File: src/rtl/ser2par.sv
module ser2par #(
  parameter int W = 8
) (
  input  logic         clk,
  input  logic         rst,
  input  logic         sdin,
  input  logic         sync_in,
  output logic         pclk_o,
  output logic [W-1:0] pdata_o,
  output logic         word_stb_o
);
  localparam int CW = $clog2(W);
  localparam logic [CW-1:0] LAST = CW'(W - 1);

  logic [W-2:0]  sr;
  logic [CW-1:0] cnt, cnt_nx;
  logic          s1, s2, seen;
  logic          hold, load;

  assign hold   = s1 & s2 & ~seen;
  assign load   = (cnt == LAST) & ~hold;
  assign cnt_nx = hold ? cnt : ((cnt == LAST) ? '0 : cnt + 1'b1);

  always_ff @(posedge clk) begin
    if (rst) begin
      sr         <= '0;
      cnt        <= '0;
      s1         <= 1'b0;
      s2         <= 1'b0;
      seen       <= 1'b0;
      pclk_o     <= 1'b0;
      pdata_o    <= '0;
      word_stb_o <= 1'b0;
    end else begin
      sr         <= {sr[W-3:0], sdin};
      cnt        <= cnt_nx;
      s1         <= sync_in;
      s2         <= s1;
      seen       <= s1 & s2;
      pclk_o     <= cnt_nx[CW-1];
      word_stb_o <= load;
      if (load) pdata_o <= {sr, sdin};
    end
  end

  p_stb_single_r10: assert property (@(posedge clk) disable iff (rst)
    word_stb_o |=> !word_stb_o);

  p_data_hold_r10: assert property (@(posedge clk) disable iff (rst)
    (!$past(rst) && !word_stb_o) |-> $stable(pdata_o));

  p_fall_on_load_r4: assert property (@(posedge clk) disable iff (rst)
    (!$past(rst) && $fell(pclk_o)) |-> word_stb_o);

  p_stb_low_half_r4: assert property (@(posedge clk) disable iff (rst)
    word_stb_o |-> !pclk_o);

  p_one_slip_r7: assert property (@(posedge clk) disable iff (rst)
    hold |=> !hold);

  p_qualified_r5: assert property (@(posedge clk) disable iff (rst)
    hold |-> ($past(sync_in) && $past(sync_in, 2)));
endmodule

File: config.mk
export PLATFORM = sky130hd
export DESIGN_NAME = ser2par
export DESIGN_NICKNAME = d
export VERILOG_FILES = /design/src/rtl/ser2par.sv
export SDC_FILE = /design/constraint.sdc
export NUM_CORES = 1
export LEC_CHECK = 0
export BUFFER_PORTS_ARGS = -buffer_cell sky130_fd_sc_hd__buf_2
export CAP_MARGIN = 10
export CORE_UTILIZATION = 35
export CTS_BUF_LIST = sky130_fd_sc_hd__clkbuf_4 sky130_fd_sc_hd__clkbuf_8
export DETAILED_ROUTE_END_ITERATION = 7
export GPL_TIMING_DRIVEN = 0
export PLACE_DENSITY = 0.51
export SYNTH_ARGS = -nofsm -noshare
export SYNTH_HDL_FRONTEND = slang
export SYNTH_SLANG_ARGS = --single-unit
File: constraint.sdc
create_clock -name clk -period 3.24 [get_ports clk]
set_input_delay 0.486 -clock clk [delete_from_list [all_inputs] [get_ports clk]]
set_output_delay 0.486 -clock clk [all_outputs]
set_load 0.01 [all_outputs]
Yosys cells after proc, flatten, opt, wreduce, memory -nomap -nowiden
Index checks and enable logic that the tools add are counted.
W data, S select, Z words.
Cells by class
  add/subtract/negate cells: 1
  equality and inequality tests: 1
  muxes and demuxes: 2
  bitwise operators: 5
Operators by type and width (count)
  $mux W3: 2
  $add A3 B1 Y3 const B: 1
  $and A1 B1 Y1: 3
  $eq A3 B3 Y1 const B: 1
  $not A1 Y1: 2
Storage, ports and cells
  flip-flop bits (word level): 22
  output and inout port bits: 10
  logic and storage cells: 17

Longest topological paths before layout
  depth in word-level cells: 4
  depth in mapped cells: 6
  depth with buffers taken out: 5

Worst setup path before layout
Ideal clock, no wire load.
  path kind: register -> register
  start: register cnt[0]
  end: register word_stb_o
  data arrival time: 1.188 ns
  required time: 3.124 ns
  slack: 1.936 ns
  stages on the path, launching flop included: 7
  path through: dfxtp_1 ha_1 ha_1 buf_4 and2_4 buf_6 nor2b_4
On the way
  word-level cells in the longest chain between the ends: 2
RTL lines
  from (decl): RTL line 16  | logic [CW-1:0] cnt, cnt_nx;
  from (signal assigned): RTL line 36  | cnt <= cnt_nx;
  $eq A3 B3 Y1: RTL line 21  | assign load = (cnt == LAST) & ~hold;
  $and A1 B1 Y1: RTL line 21
  to (signal assigned): RTL line 41  | word_stb_o <= load;
  to (decl): RTL line 10  | output logic word_stb_o
Every way passes these cells.
A chain may end at the register's enable or synchronous reset.

Final worst setup path
Ends and elaborated chain as after synthesis.

==> run summary <==
post-synthesis area per instance: 11.0 sq um
count of input and output buffers: 13
status: finished clean
Slew Limit Fails: 0
period utilization: 42.6%
Worst setup startpoint: cnt[0]
# resized after CTS: 0
Switch Pwr: 0.0000996 W
worst path arrival time: 1.59 ns
clock root cell: clkbuf_4
Yosys reg bits: 22
Max IR drop VDD: 0.371 mV
Switching Fraction: 19.4%
setup violators final: 0
std cell rows: 17
Seq pwr share: 54.8%
Final min period: 1.38 ns
crit-path most repeated cell: ha_1
crit path cell chain: ha_1 -> ha_1 -> buf_4 -> and2_4 -> buf_6 -> nor2b_4
Final Net Count: 98
worst-path fanout max: 10
CTS Hold Bufs: 0
Fin Clk Skew: 0.00637 ns
Total Routing Usage GR: 12.5%
die area: 2530 sq um
Max Cap Violations: 0
most frequent cells in the layout: dfxtp_1 (22), buf_2 (15), nor2b_1 (9)
share of cells above drive strength 1: 36.3%
I/O pin count: 14
Comb power frac: 4.5%
CP Data Required Time: 3.45 ns
global-route wire length before repair: 2260 microns
number of vias per cell: 4.45
DRC: 0
slowest stage delay, CP: 0.34 ns
routability cong.: 0.645
die span in x: 50.3 microns
final hold vios: 0
final core utilization: 43.8%
Worst R2R Start: cnt[0]
RSZ-0062 raised after global routing: no
Worst setup SP type: register
LEAKAGE: 0.456 nW
clk_lat worst skew: 0.30 ns
Least-Margin Pin Slew: 0.211 ns
Worst path slowest cell: dfxtp_1
die height: 50.3 microns
vias in the first global route: 481
flop-to-flop setup slack: 1.86 ns
DR vias: 529
Slew Limit Headroom: 85.9%
TNS Setup: 0 ns
TritonCTS Buffers: 3
Worst R2R Path Depth: 6
Initial DRT Pass Iterations: 2
initial DRC count: 5
H-tree levels: 1
crit end category: register
CTS tree: done
Power Density: 530 nW/um^2
Clk network pwr share: 40.7%
Critical Path End: word_stb_o
core area: 2210 sq um
Cell Int Power: 0.000414 W
Max clock buf depth: 2
total gr overflow: 0
WL per Instance: 11.0 microns
Initial Utilization: 36.9%
Seq/Total Area, Yosys: 53.9%
Area Growth Syn to Fin: 18.7%
commonest non-fill, non-tap cell in the layout: dfxtp_1
Antenna Nets Post-Route: 0
Clock transition at path regs: 0.12 ns
area of the mapped netlist: 817 sq um
largest net degree at the start of global routing: 14
worst reg2reg endpoint: word_stb_o
YS warnings: 0
Post-Route WL: 1300 microns
max frequency: 725 MHz
synth unique cells: 16
Syn Inst Count: 74
Sink Count: 22
antenna violations before repair: 0
syn nets: 80
Post-CTS Setup Inserts: 0
Crit Path Category: reg2reg
Hold Path Class: in2reg
# diodes: 0
-- cell families (layout without fill, tap and decap cells) --
logic type	Yosys count	after routing	synth area share [%]
buffers and inverters	5	22	4.44
adder cells (fa/ha/maj)	2	2	3.06
AO/OA/AOI/OAI	8	8	8.58
multiplexers	3	3	3.68
AND/OR/NAND/NOR	34	34	26.3
flip-flops	22	22	53.9
-- sequential cells by signal, indices dropped and copies added (netlist names) --
signal / cells
sr: 7
s1: 1
pclk_o: 1
pdata_o: 8
word_stb_o: 1
s2: 1
cnt: 2
seen: 1
-- synth_stat cells --
cell type	count	area [sq um]
nor2b_1	9	56.3
nand2_1	1	3.75
o21ai_2	8	70.1
nand3b_4	1	20.0
mux2i_1	3	30.0
nor2b_4	1	13.8
buf_4	2	15.0
nand4b_1	1	8.76
ha_1	2	25.0
nor2_1	5	18.8
nand2b_1	8	50.1
and2_4	1	8.76
buf_2	2	10.0
nand3_1	7	35.0
buf_6	1	11.3
dfxtp_1	22	440
-- critical path, delay by kind of cell, from the launching register on --
| kind | cells | cell delay [ns] |
|---|---|---|
| fa+ha+maj | 2 | 0.37 |
| buf+inv | 2 | 0.31 |
| simple gates | 2 | 0.26 |
| flops | 1 | 0.34 |
-- final cells by class --
| type | instances | area [sq um] |
|---|---|---|
| Fill cell | 222 | 1240 |
| Sequential cell | 22 | 440 |
| Multi-Input combinational cell | 47 | 340 |
| Clock inverter | 1 | 30.0 |
| Timing Repair Buffer | 13 | 65.1 |
| Buffer | 5 | 36.3 |
| Clock buffer | 3 | 22.5 |
| Tap cell | 28 | 35.0 |
-- power by group through the flow --
stage	sequential (W)	clock [W]	combinational, W
final	0.000281	0.000209	0.0000232
after global routing	0.000282	0.000225	0.0000256
after CTS	0.000281	0.000215	0.0000236
after detailed placement	0.000287	0	0.0000235
after global placement	0.000287	0	0.0000233
after floorplan	0.000287	0	0.0000164
-- stage by stage --
| step | instances | hold slack (ns) | setup slack, ns | power (W) | instance area (sq um) |
|---|---|---|---|---|---|
| finish | 119 | 0.388 | 1.86 | 0.000513 | 970 |
| global route | 119 | 0.380 | 1.80 | 0.000532 | 970 |
| CTS | 119 | 0.378 | 1.86 | 0.000520 | 970 |
| detailed placement | 115 | 0.456 | 1.87 | 0.000311 | 917 |
| global placement | 115 | 0.453 | 1.86 | 0.000310 | 917 |
| floorplan | 74 | 0.444 | 1.94 | 0.000304 | 817 |
-- worst min-delay path by stage --
| stage | depth (start not counted) | start | endpoint | slack (ns) |
|---|---|---|---|---|
| final | 2 | sync_in | s1 | 0.39 |
| after global routing | 2 | sync_in | s1 | 0.38 |
| after floorplan | 1 | sr[0] | sr[1] | 0.44 |
| after global placement | 1 | sr[1] | sr[2] | 0.45 |
| after detailed placement | 1 | sr[5] | sr[6] | 0.46 |
| after CTS | 2 | sync_in | s1 | 0.38 |
-- layer usage --
layer | wire length [microns] | vias up | global-route usage, %
met3 | 37 | 2 | 3.64
met1 | 707 | 240 | 16.5
met4 | 16 | 0 | 8.33
met2 | 543 | 7 | 17.3
met5 | 0 | - | 0
li1 | - | 280 | -
No activity file was read; power rests on OpenSTA's default activity.
